### src/rtl/bitop_pkg.sv
package bitop_pkg;
  typedef enum logic [2:0] {
    OP_SET  = 3'd0,
    OP_CLR  = 3'd1,
    OP_SK1  = 3'd2,
    OP_SK0  = 3'd3,
    OP_SK1C = 3'd4,
    OP_CAND = 3'd5,
    OP_COR  = 3'd6,
    OP_CXOR = 3'd7
  } bitop_e;

  typedef enum logic {
    ST_IDLE = 1'b0,
    ST_EXEC = 1'b1
  } bitop_state_e;
endpackage

### src/rtl/bitop_ctrl.sv
module bitop_ctrl
  import bitop_pkg::*;
#(
  parameter int AW = 6,
  parameter int BW = 2
) (
  input  logic          clk_i,
  input  logic          rst_ni,
  input  logic          start_i,
  input  logic [2:0]    op_i,
  input  logic [AW-1:0] addr_i,
  input  logic [BW-1:0] bit_i,
  output logic          accept_o,
  output logic          exec_o,
  output bitop_e        op_q_o,
  output logic [AW-1:0] addr_q_o,
  output logic [BW-1:0] bit_q_o
);
  bitop_state_e state_q;

  assign accept_o = start_i && (state_q == ST_IDLE);
  assign exec_o   = (state_q == ST_EXEC);

  always_ff @(posedge clk_i or negedge rst_ni) begin
    if (!rst_ni) begin
      state_q  <= ST_IDLE;
      op_q_o   <= OP_SET;
      addr_q_o <= '0;
      bit_q_o  <= '0;
    end else begin
      state_q <= accept_o ? ST_EXEC : ST_IDLE;
      if (accept_o) begin
        op_q_o   <= bitop_e'(op_i);
        addr_q_o <= addr_i;
        bit_q_o  <= bit_i;
      end
    end
  end

  p_exec_follows_accept_r1: assert property (@(posedge clk_i) disable iff (!rst_ni)
    accept_o |=> exec_o);
  p_no_back_to_back_r9: assert property (@(posedge clk_i) disable iff (!rst_ni)
    exec_o |=> !exec_o);
endmodule

### src/rtl/bitop_alu.sv
module bitop_alu
  import bitop_pkg::*;
#(
  parameter int DW = 4,
  parameter int BW = 2
) (
  input  bitop_e        op_i,
  input  logic [BW-1:0] bit_i,
  input  logic [DW-1:0] rdata_i,
  input  logic          cy_i,
  output logic [DW-1:0] wdata_o,
  output logic          we_o,
  output logic          skip_o,
  output logic          cy_we_o,
  output logic          cy_next_o
);
  logic [DW-1:0] mask;
  logic          tbit;

  for (genvar i = 0; i < DW; i++) begin : g_mask
    assign mask[i] = (bit_i == BW'(i));
  end

  assign tbit = |(rdata_i & mask);

  always_comb begin
    wdata_o   = rdata_i;
    we_o      = 1'b0;
    skip_o    = 1'b0;
    cy_we_o   = 1'b0;
    cy_next_o = cy_i;
    unique case (op_i)
      OP_SET:  begin wdata_o = rdata_i | mask;  we_o = 1'b1; end
      OP_CLR:  begin wdata_o = rdata_i & ~mask; we_o = 1'b1; end
      OP_SK1:  skip_o = tbit;
      OP_SK0:  skip_o = !tbit;
      OP_SK1C: begin wdata_o = rdata_i & ~mask; we_o = tbit; skip_o = tbit; end
      OP_CAND: begin cy_we_o = 1'b1; cy_next_o = cy_i & tbit; end
      OP_COR:  begin cy_we_o = 1'b1; cy_next_o = cy_i | tbit; end
      OP_CXOR: begin cy_we_o = 1'b1; cy_next_o = cy_i ^ tbit; end
      default: ;
    endcase
  end
endmodule

### src/rtl/bitop_flags.sv
module bitop_flags (
  input  logic clk_i,
  input  logic rst_ni,
  input  logic accept_i,
  input  logic exec_i,
  input  logic skip_req_i,
  input  logic cy_we_i,
  input  logic cy_next_i,
  output logic cy_o,
  output logic skip_o
);
  always_ff @(posedge clk_i or negedge rst_ni) begin
    if (!rst_ni) begin
      cy_o   <= 1'b0;
      skip_o <= 1'b0;
    end else begin
      if (accept_i) skip_o <= 1'b0;
      else if (exec_i && skip_req_i) skip_o <= 1'b1;
      if (exec_i && cy_we_i) cy_o <= cy_next_i;
    end
  end

  p_cy_hold_r6: assert property (@(posedge clk_i) disable iff (!rst_ni)
    !exec_i |=> $stable(cy_o));
  p_skip_clear_r7: assert property (@(posedge clk_i) disable iff (!rst_ni)
    accept_i |=> !skip_o);
  p_skip_hold_r7: assert property (@(posedge clk_i) disable iff (!rst_ni)
    (skip_o && !accept_i) |=> skip_o);
endmodule

### src/rtl/bit_op_unit.sv
module bit_op_unit
  import bitop_pkg::*;
#(
  parameter int AW = 6,
  parameter int DW = 4,
  localparam int BW = $clog2(DW)
) (
  input  logic          clk_i,
  input  logic          rst_ni,
  input  logic          start_i,
  input  logic [2:0]    op_i,
  input  logic [AW-1:0] addr_i,
  input  logic [BW-1:0] bit_i,
  output logic          busy_o,
  output logic          done_o,
  output logic          mem_re_o,
  output logic          mem_we_o,
  output logic [AW-1:0] mem_addr_o,
  output logic [DW-1:0] mem_wdata_o,
  input  logic [DW-1:0] mem_rdata_i,
  output logic          cy_o,
  output logic          skip_o
);
  logic          accept, exec, alu_we, alu_skip, cy_we, cy_next;
  bitop_e        op_q;
  logic [AW-1:0] addr_q;
  logic [BW-1:0] bit_q;

  bitop_ctrl #(.AW(AW), .BW(BW)) i_ctrl (
    .clk_i, .rst_ni, .start_i, .op_i, .addr_i, .bit_i,
    .accept_o(accept), .exec_o(exec), .op_q_o(op_q),
    .addr_q_o(addr_q), .bit_q_o(bit_q)
  );

  bitop_alu #(.DW(DW), .BW(BW)) i_alu (
    .op_i(op_q), .bit_i(bit_q), .rdata_i(mem_rdata_i), .cy_i(cy_o),
    .wdata_o(mem_wdata_o), .we_o(alu_we), .skip_o(alu_skip),
    .cy_we_o(cy_we), .cy_next_o(cy_next)
  );

  bitop_flags i_flags (
    .clk_i, .rst_ni, .accept_i(accept), .exec_i(exec),
    .skip_req_i(alu_skip), .cy_we_i(cy_we), .cy_next_i(cy_next),
    .cy_o, .skip_o
  );

  assign busy_o     = exec;
  assign done_o     = exec;
  assign mem_re_o   = accept;
  assign mem_we_o   = exec && alu_we;
  assign mem_addr_o = exec ? addr_q : addr_i;

  p_one_bit_changes_r2: assert property (@(posedge clk_i) disable iff (!rst_ni)
    mem_we_o |-> ($countones(mem_wdata_o ^ mem_rdata_i) <= 1));
  p_test_no_write_r4: assert property (@(posedge clk_i) disable iff (!rst_ni)
    (done_o && (op_q == OP_SK1 || op_q == OP_SK0)) |-> !mem_we_o);
  p_tc_write_on_hit_r5: assert property (@(posedge clk_i) disable iff (!rst_ni)
    (done_o && op_q == OP_SK1C && mem_we_o) |=> skip_o);
  p_write_in_done_r1: assert property (@(posedge clk_i) disable iff (!rst_ni)
    mem_we_o |-> done_o && !mem_re_o);
  p_ignore_busy_r9: assert property (@(posedge clk_i) disable iff (!rst_ni)
    busy_o |-> !mem_re_o);
endmodule

### config.mk
export PLATFORM = sky130hd
export DESIGN_NAME = bit_op_unit
export DESIGN_NICKNAME = d
export VERILOG_FILES = /design/src/rtl/bitop_pkg.sv /design/src/rtl/bitop_ctrl.sv /design/src/rtl/bitop_alu.sv /design/src/rtl/bitop_flags.sv /design/src/rtl/bit_op_unit.sv
export SDC_FILE = /design/constraint.sdc
export NUM_CORES = 1
export LEC_CHECK = 0
export BUFFER_PORTS_ARGS = -buffer_cell sky130_fd_sc_hd__clkbuf_2
export CAP_MARGIN = 20
export CORE_UTILIZATION = 52
export CTS_CLUSTER_SIZE = 40
export DETAILED_ROUTE_END_ITERATION = 8
export PLACE_DENSITY = 0.84
export SYNTH_ARGS = -nofsm -noshare
export SYNTH_HDL_FRONTEND = slang
export SYNTH_HIERARCHICAL = 1
export SYNTH_SLANG_ARGS = --single-unit
### constraint.sdc
create_clock -name clk_i -period 4.7 [get_ports clk_i]
set_input_delay 0.47 -clock clk_i [delete_from_list [all_inputs] [get_ports clk_i]]
set_output_delay 0.47 -clock clk_i [all_outputs]
set_load 0.02 [all_outputs]
======== Yosys cells after proc, flatten, opt, wreduce, memory -nomap -nowiden ========
Cells that the tools add are included.
word-level totals
  input port bits ......................... 18
  register bits after elaboration ......... 14
  word-level logic and storage cells ...... 48
  output and inout port bits .............. 16
cells by class
  eq/ne operators ......................... 10
  reduce and logical (&&, ||, !) cells .... 15
  bitwise logic cells ..................... 8
  mux-type cells .......................... 9
operators by type and width
  kind                  count
  $eq A3 B3 Y1 const B  4
  $and A4 B4 Y4         2
  $pmux W4 S2           1
  $eq A3 B2 Y1 const B  2
  $mux W6               1
  $reduce_or A2 Y1      3
  $eq A2 B2 Y1 const B  2
  $logic_and A1 B1 Y1   4
  $mux W1               4
  $not A4 Y4            1
  $or A4 B4 Y4          1
  $pmux W1 S2           2
  $reduce_or A4 Y1      1
  $eq A3 B1 Y1 const B  1
  $logic_not A3 Y1      1
  $pmux W1 S3           1
  $reduce_bool A3 Y1    1
  $reduce_or A3 Y1      1
  $eq A2 B1 Y1 const B  1
  $logic_not A2 Y1      1
  $reduce_and A2 Y1     1
  $reduce_bool A2 Y1    1
  $and A1 B1 Y1         1
  $logic_not A1 Y1      1
  3 further kinds       3

======== Longest topological paths before layout ========
Gate-level depths: netlist of the first run.
  depth after elaboration ................. 8
  depth in mapped cells ................... 7
  gate-level depth less buffers ........... 6

======== Cells and area by module ========
Netlist of the first run, hierarchy kept.
by module, submodules not included
  module       cells each  instances  area an instance (µm²)
  bitop_ctrl   25          1          491.7
  bitop_alu    34          1          262.8
  bit_op_unit  9           1          116.4
  bitop_flags  6           1          77.6

======== Worst setup path before layout of the first run ========
Ideal clock, no wire load.
  path kind ............................... register to register
  start ................................... register i_ctrl.bit_q_o[1]
  end ..................................... register i_flags.cy_o
  slack ................................... 2370 ps
  data arrival time ....................... 2205 ps
  library setup time ...................... 125 ps
  cell stages (with the launch flop) ...... 8
  required time ........................... 4575 ps
  cell sequence ........................... dfrtp_1 -> buf_6 -> mux4_2 -> ha_1 -> or2b_2 -> a2111oi_4 -> a211oi_2 -> mux2_4
on the way
  longest elaborated chain between the ends .. 5
  elaborated cells between the ends (all ways) .. 10
  classes of those cells .................. 3 x eq/ne; 1 x mux; 4 x bitwise; 2 x reduce/logical
RTL lines
  element                                      RTL line           source
  start: declaration                           bitop_ctrl.sv:17   output logic [BW-1:0] bit_q_o
  start signal: assignment                     bitop_ctrl.sv:35   bit_q_o <= bit_i;
  $eq A2 B1 Y1, or another cell as far along   bitop_alu.sv:21    assign mask[i] = (bit_i == BW'(i));
  $and A4 B4 Y4 (*)                            bitop_alu.sv:24    assign tbit = |(rdata_i & mask);
  $reduce_or A4 Y1 (*)                         bitop_alu.sv:24
  $xor A1 B1 Y1, or another cell as far along  bitop_alu.sv:40    OP_CXOR: begin cy_we_o = 1'b1; cy_next_o = cy_i ^ tbit; end
  $pmux W1 S3 (*)                              bitop_alu.sv:32    unique case (op_i)
  named net cy_next                            bit_op_unit.sv:24  logic accept, exec, alu_we, alu_skip, cy_we, cy_next;
  end signal: assignment                       bitop_flags.sv:19  if (exec_i && cy_we_i) cy_o <= cy_next_i;
  end: declaration                             bitop_flags.sv:9   output logic cy_o,
The timed path passes the listed nets; every way through them passes the cells marked *.
A chain may end at the register's enable or synchronous reset.

======== Worst setup path in the final report of the first run ========
Ends and elaborated chain as after synthesis.

==> qor.yml, run 1 <==
critical_path:
  cp.required_ns: 4.87
  r2r-start: "i_ctrl/bit_q_o[1]"
  critical_path.top_delay_family: "multiplexers"
  path_class: "reg2reg"
  ff2ff_path_depth: 6
  crit_fanout: 9
  cp_slowest_cell: "mux4_2"
  cpPeakStageDelay_ns: 0.63
  crit_arrival_ns: 2.66
  worstPathCellList: "mux4_2 -> ha_1 -> or2b_2 -> a2111oi_4 -> a211oi_2 -> mux2_4"
  endpoint_kind: "flop"
  critPathLaunchType: "flop"
  critPathBufInv: 0
  rrSetupSlack_ns: 2.21
  reg2reg_to: "i_flags/cy_o"
placement:
  hpwl_um: 1360
  dp_cells: 126
  pre_cts_slack_ns: 2.22
  numPortBuffers: 33
  finalWeightedCongestion: 0.765
die:
  die_area_um2: 2000
  die_w_um: 44.7
  boundaryPins: 34
  chipHeight_um: 44.7
  initial_core_util: 0.549
  num_rows: 15
  core_um2: 1730
synthesis:
  yosysTopAreaCellShare: 0.369
  syn-num-nets: 93
  syn-mean-instance-area_um2: 12.8
  yosys.area.top_type: "dfrtp_1"
  synth_seq_cells: 14
  synth_cell_types: 35
  synth-seq-area-share: 0.369
  syn_inst: 74
  ys_warn_count: 6
  syn-cell-area_um2: 948
  yosys-top-cells-area: "dfrtp_1, mux2_4, a2111oi_4"
global_route:
  antenna_found_initial: 0
  gr-total-overflow: 0
  grt_pass1_wl_um: 2890
  grt_usage: 0.201
  grt_max_degree: 15
  grt_pass1_vias: 644
power_and_ir_drop:
  p_leak_nw: 0.556
  powerDensity_nw_per_um2: 376
  ir_drop_mv: 0.215
clocking:
  max-clock-path-buffers: 2
  clock_latency_ns: 0.28
  cts_resized: 0
  clkSinkCount: 14
  holdBufCountCts: 0
  postCtsSetupRepairBufs: 0
  cts_max_level: 1
  clkSlewWorstSetupHoldPaths_ns: 0.09
  root_buffer: "clkbuf_4"
  cts_tree: "built"
  cts_buffers: 3
sta:
  maxSlewHeadroom: 0.614
  skew_ns: 0.00549
  fmax_mhz: 402
  setup_tns_ns: 0
  finalSetupViolCount: 0
  rsz0062_at_grt: "false"
  fin_crit_ns: 2.49
  fin_ws_ns: 2.21
  tightest_slew_ns: 0.579
  period_share: 0.530
  finalHoldViolations: 0
  drv_slew: 0
cells_and_area:
  post-route-util: 0.650
  fin_nets: 125
  final_cell_mix: "clkbuf_2, mux2_4, dfrtp_1"
  final_cells: 130
  layout-drive-gt1-share: 0.590
  layout_commonest_cell: "clkbuf_2"
  antennaDiodeCount: 0
  area_growth_pct: 18.3
  fillCellCount: 140
job:
  drv_cap: 0
min_path:
  worstHoldPathType: "in2async"
drt:
  drtIter0Drc: 20
  postRouteAntennaNets: 0
  drt_first_pass_iters: 4
  drc_errors: 0
  viasPerCell: 5.64
  num_vias: 733
  drt_wl_total_um: 1820
  wl_per_cell_um: 14.0
run_status:
  outcome: "complete, no violations"
[metal layers]
layer | track usage | vias up | share of wire
met5 | 0 | - | 0
met4 | 0.0727 | 0 | 0.010
met3 | 0.0360 | 2 | 0.033
met2 | 0.335 | 21 | 0.54
met1 | 0.263 | 373 | 0.41
li1 | - | 337 | -
[flip-flops by register name, summed over array words and instances, names as in the netlist]
register and cells:
i_ctrl/bit_q_o 2, i_ctrl/exec_o 1, i_flags/cy_o 1, i_ctrl/addr_q_o 6, i_ctrl/op_q_o 3, i_flags/skip_o 1
[per-stage QoR]
| step | instance area [µm²] | total power, mW | hold WS [ns] |
|---|---|---|---|
| floorplan | 948 | 0.302 | 0.174 |
| global placement | 1090 | 0.329 | 0.384 |
| detailed placement | 1090 | 0.338 | 0.395 |
| CTS | 1120 | 0.426 | 0.0858 |
| global route | 1120 | 0.449 | 0.0889 |
| finish | 1120 | 0.422 | 0.0830 |
[how the worst max path moves through the flow]
stage	startpoint	to	slack [ns]	depth (start not counted)
final	i_ctrl/bit_q_o[1]	i_flags/cy_o	2.21	6
after detailed placement	i_ctrl/bit_q_o[1]	i_flags/cy_o	2.22	6
after CTS	i_ctrl/bit_q_o[1]	i_flags/cy_o	2.20	6
after floorplan	i_ctrl/bit_q_o[1]	i_flags/cy_o	2.37	7
after global routing	i_ctrl/bit_q_o[1]	i_flags/cy_o	2.12	6
after global placement	mem_rdata_i[3]	i_flags/cy_o	2.28	7
[Yosys cell counts (all sizes together)]
cell type  number
o2bb2ai         1
nand2b          2
nor3            1
o22ai           1
or2b            1
dfrtp          14
o32ai           1
xnor2           1
o41ai           1
mux4            1
and2            1
a21oi           1
a2111oi         1
nor2            4
inv             1
a22o            1
o31ai           1
a32o            1
buf             5
mux2           18
clkbuf          1
a211oi          1
nor2b           2
ha              1
nand3           2
and3            1
o21ai           2
nand4           1
a21o            1
nand2           4
[report_power, final]
part	total, mW	switching, mW	internal (mW)
logic	0.163	0.0774	0.0856
registers	0.173	0.0328	0.140
clock network	0.0862	0.0391	0.0471
[area by class of cell]
type / instances / area (µm²) / area share
clock buffer: 4 / 36.3 / 0.0323
inverter: 1 / 3.75 / 0.00334
multi-input combinational: 53 / 536 / 0.477
sequential: 14 / 350 / 0.312
tap: 25 / 31.3 / 0.0279
timing repair buffer: 33 / 165 / 0.147
[cell families (layout without fill, tap and decap cells)]
logic type	after synthesis	in the layout	synth area share
compound gates	13	13	0.129
xor+xnor	1	1	0.00924
fa+ha+maj	1	1	0.0132
buf+inv	7	38	0.0660
flops	14	14	0.369
mux	19	19	0.301
simple gates	19	19	0.112
Power figures use the tool's default switching activity.
==> run 2: changes to the inputs <==
- ABC_AREA: default -> 1
- CORE_UTILIZATION: 52 -> 43
- PLACE_DENSITY: 0.84 -> 0.75
- clock period: 4.7 -> 2.16 ns (I/O delays scaled with it)
==> qor.yml, run 2 <==
die:
  boundaryPins: 34  # unchanged
  core_um2: 1960  # +14%
  die_w_um: 47.9  # +7.1%
  initial_core_util: 0.462  # -0.0875
  num_rows: 16  # +1
  chipHeight_um: 47.9  # +7.1%
  die_area_um2: 2290  # +15%
synthesis:
  synth-seq-area-share: 0.387  # +0.0173
  synth_cell_types: 18  # -49%
  syn-mean-instance-area_um2: 6.97  # -46%
  synth_edf_count: 0  # unchanged
  synth_top_family_by_area: "simple AND/OR/NAND/NOR gates"
  synth_mux_area_frac: 0  # -0.301
  synth_seq_cells: 14  # unchanged
  synth_xor_area_frac: 0  # -0.00923
  syn-cell-area_um2: 906  # -4.5%
  yosys-top-cells-area: "dfrtp_1, nand2_1, nand3_1"
  synth_fa_ha_area_frac: 0.0138  # +0.000620
  synth_common_cells: "nand2_1, nand3_1, dfrtp_1, nand2_2, inv_1"
  ys_warn_count: 6  # unchanged
  synth-simple-area-share: 0.414  # +0.302
  yosys.area.top_type: "dfrtp_1"
  yosysTopAreaCellShare: 0.387  # +0.0173
  ys_async_sr_fraction: 1.00  # unchanged
  syn-num-nets: 149  # +60%
  synth_compound_area_frac: 0.0870  # -0.0423
  syn_inst: 130  # +76%
  synth-main-ff-cell: "dfrtp_1"
  synth_most_common_cell: "nand2_1"
drt:
  drtIter0Drc: 9  # -55%
  drt_first_pass_iters: 4  # unchanged
  wl_per_cell_um: 10.1  # -28%
  postRouteAntennaNets: 0  # unchanged
  drc_errors: 0  # unchanged
  drt_wl_total_um: 1930  # +5.9%
  num_vias: 907  # +24%
  viasPerCell: 4.75  # -16%
sta:
  period_share: 0.809
  setup_tns_ns: 0  # unchanged
  finalSetupViolCount: 0  # unchanged
  maxSlewHeadroom: 0.766  # +0.152
  hold_ws_ns: 0.161  # +0.0784 ns
  fmax_mhz: 572
  finalHoldViolations: 0  # unchanged
  drv_slew: 0  # unchanged
  fin_crit_ns: 1.75
  rsz0062_at_grt: "false"
  skew_ns: 0.00231  # -0.00318 ns
  tightest_slew_ns: 0.351  # -0.228 ns
global_route:
  antenna_found_initial: 0  # unchanged
  gr-total-overflow: 0  # unchanged
  grt_pass1_vias: 732  # +14%
  grt_usage: 0.193  # -0.00755
  grt_pass1_wl_um: 3080  # +6.4%
  grt_max_degree: 15  # unchanged
cells_and_area:
  final_cell_mix: "nand2_1, clkbuf_2, nand3_1"
  area_growth_pct: 23.9
  layout-drive-gt1-share: 0.354  # -0.237
  top_register: "i_ctrl/addr_q_o"
  layout_commonest_cell: "nand2_1"
  antennaDiodeCount: 0  # unchanged
  largest_register_ffs: 6  # unchanged
  top_regs: "i_ctrl/addr_q_o: 6 flops, i_ctrl/op_q_o: 3 flops, i_ctrl/bit_q_o: 2 flops"
  fin_nets: 184  # +47%
  post-route-util: 0.572  # -0.0779
power_and_ir_drop:
  ir_drop_mv: 0.392  # +83%
  p_leak_nw: 0.653  # +17%
  powerDensity_nw_per_um2: 743  # +98%
clocking:
  clock_latency_ns: 0.27  # about the same
  max-clock-path-buffers: 2  # unchanged
  postCtsSetupRepairBufs: 0  # unchanged
  cts_buffers: 3  # unchanged
  cts_max_level: 1  # unchanged
  root_buffer: "clkbuf_4"
  clkSlewWorstSetupHoldPaths_ns: 0.08  # about the same
  cts_tree: "built"
  clkSinkCount: 14  # unchanged
critical_path:
  cp.required_ns: 1.94  # -2.93 ns
  crit_arrival_ns: 1.53  # -1.13 ns
  critPathBufInv: 2  # +2
  worstPathCellList: "inv_1 -> nand2_2 -> nand2_2 -> nand2_2 -> o21ai_0 -> o21ai_0 -> clkbuf_2"
  critical_path.top_delay_family: "flip-flops"
  endpoint_kind: "output pin"
  cp_slowest_cell: "dfrtp_1"
  crit_fanout: 6  # -3
  critPathLaunchType: "flop"
  path_class: "reg2out"
  path_common_cell: "nand2_2"
  cpPeakStageDelay_ns: 0.46  # -0.17 ns
placement:
  hpwl_um: 1480  # +9.0%
  finalWeightedCongestion: 0.808  # +5.7%
  numPortBuffers: 33  # unchanged
min_path:
  worstHoldPathType: "in2reg"
run_status:
  outcome: "complete, no violations"
job:
  drv_cap: 0  # unchanged
run 2: changes by cell type after synthesis, sizes merged, moves of 2 or more:
cell,previous run,this run
o21ai,2,11
nand2,4,58
nor2b,2,0
nand2b,2,0
inv,1,14
mux2,18,0
nand3,2,18
run 2: per-layer routing:
metal / track usage / up-vias / wire length, µm
li1: - / 478 / -
met1: 0.243 / 405 / 862
met2: 0.332 / 22 / 977
met3: 0.0226 / 2 / 71
met4: 0.0833 / 0 / 19
met5: 0 / - / 0
run 2: logic make-up (layout without fill, tap and decap cells):
family                     after synthesis  count (layout)
adders and majority gates                1               1
and+or+nand+nor                         82              82
buffers and inverters                   19              53
AOI/OAI and AO/OA                       14              14
DFF                                     14              14
run 2: worst paths after layout:
check | startpoint | to | slack (ns) | cells past startpoint
worst max-delay path | i_ctrl/op_q_o[1] | mem_wdata_o[1] | 0.41 | 7
worst min-delay path | bit_i[1] | i_ctrl/bit_q_o[1] | 0.16 | 3
worst max register to register | i_ctrl/bit_q_o[0] | i_flags/cy_o | 0.46 | 12
worst min register to register | i_ctrl/addr_q_o[2] | i_ctrl/addr_q_o[2] | 0.50 | 2
max in group asynchronous | rst_ni | i_ctrl/addr_q_o[2] | 1.53 | 2
min in group asynchronous | rst_ni | i_ctrl/addr_q_o[1] | 0.38 | 2
run 2: final cells by class:
type | count | area, µm²
fill | 210 | 840
multi-input combinational | 97 | 467
sequential | 14 | 350
timing repair buffer | 35 | 183
inverter | 14 | 52.6
clock buffer | 4 | 36.3
tap | 27 | 33.8
run 2: per-stage QoR:
step / worst slack, ns / instances / cell area, µm² / total power, mW
after global routing: 0.211 / 191 / 1120 / 0.906
after floorplan: 0.605 / 130 / 906 / 0.566
after global placement: 0.564 / 186 / 1080 / 0.647
final: 0.412 / 191 / 1120 / 0.834
after CTS: 0.402 / 191 / 1120 / 0.850
after detailed placement: 0.478 / 186 / 1080 / 0.659
run 2: repair_timing:
item / CTS / global route
hold buffers: 1 / 0
resized for setup: 0 / 0
endpoints found under the hold margin: 14 / 0
run 2: power by group:
group	switching, mW	total, mW	internal, mW	leakage [nW]
registers	0.0470	0.349	0.302	0.173
logic	0.192	0.303	0.111	0.459
clock network	0.0793	0.182	0.102	0.0210
total	0.319	0.834	0.516	0.653
run 2: tightest hold or removal path, cell delays in order:
cell	delay, ns
clkbuf_2	0.08
nand3_1	0.06
nand2_1	0.05
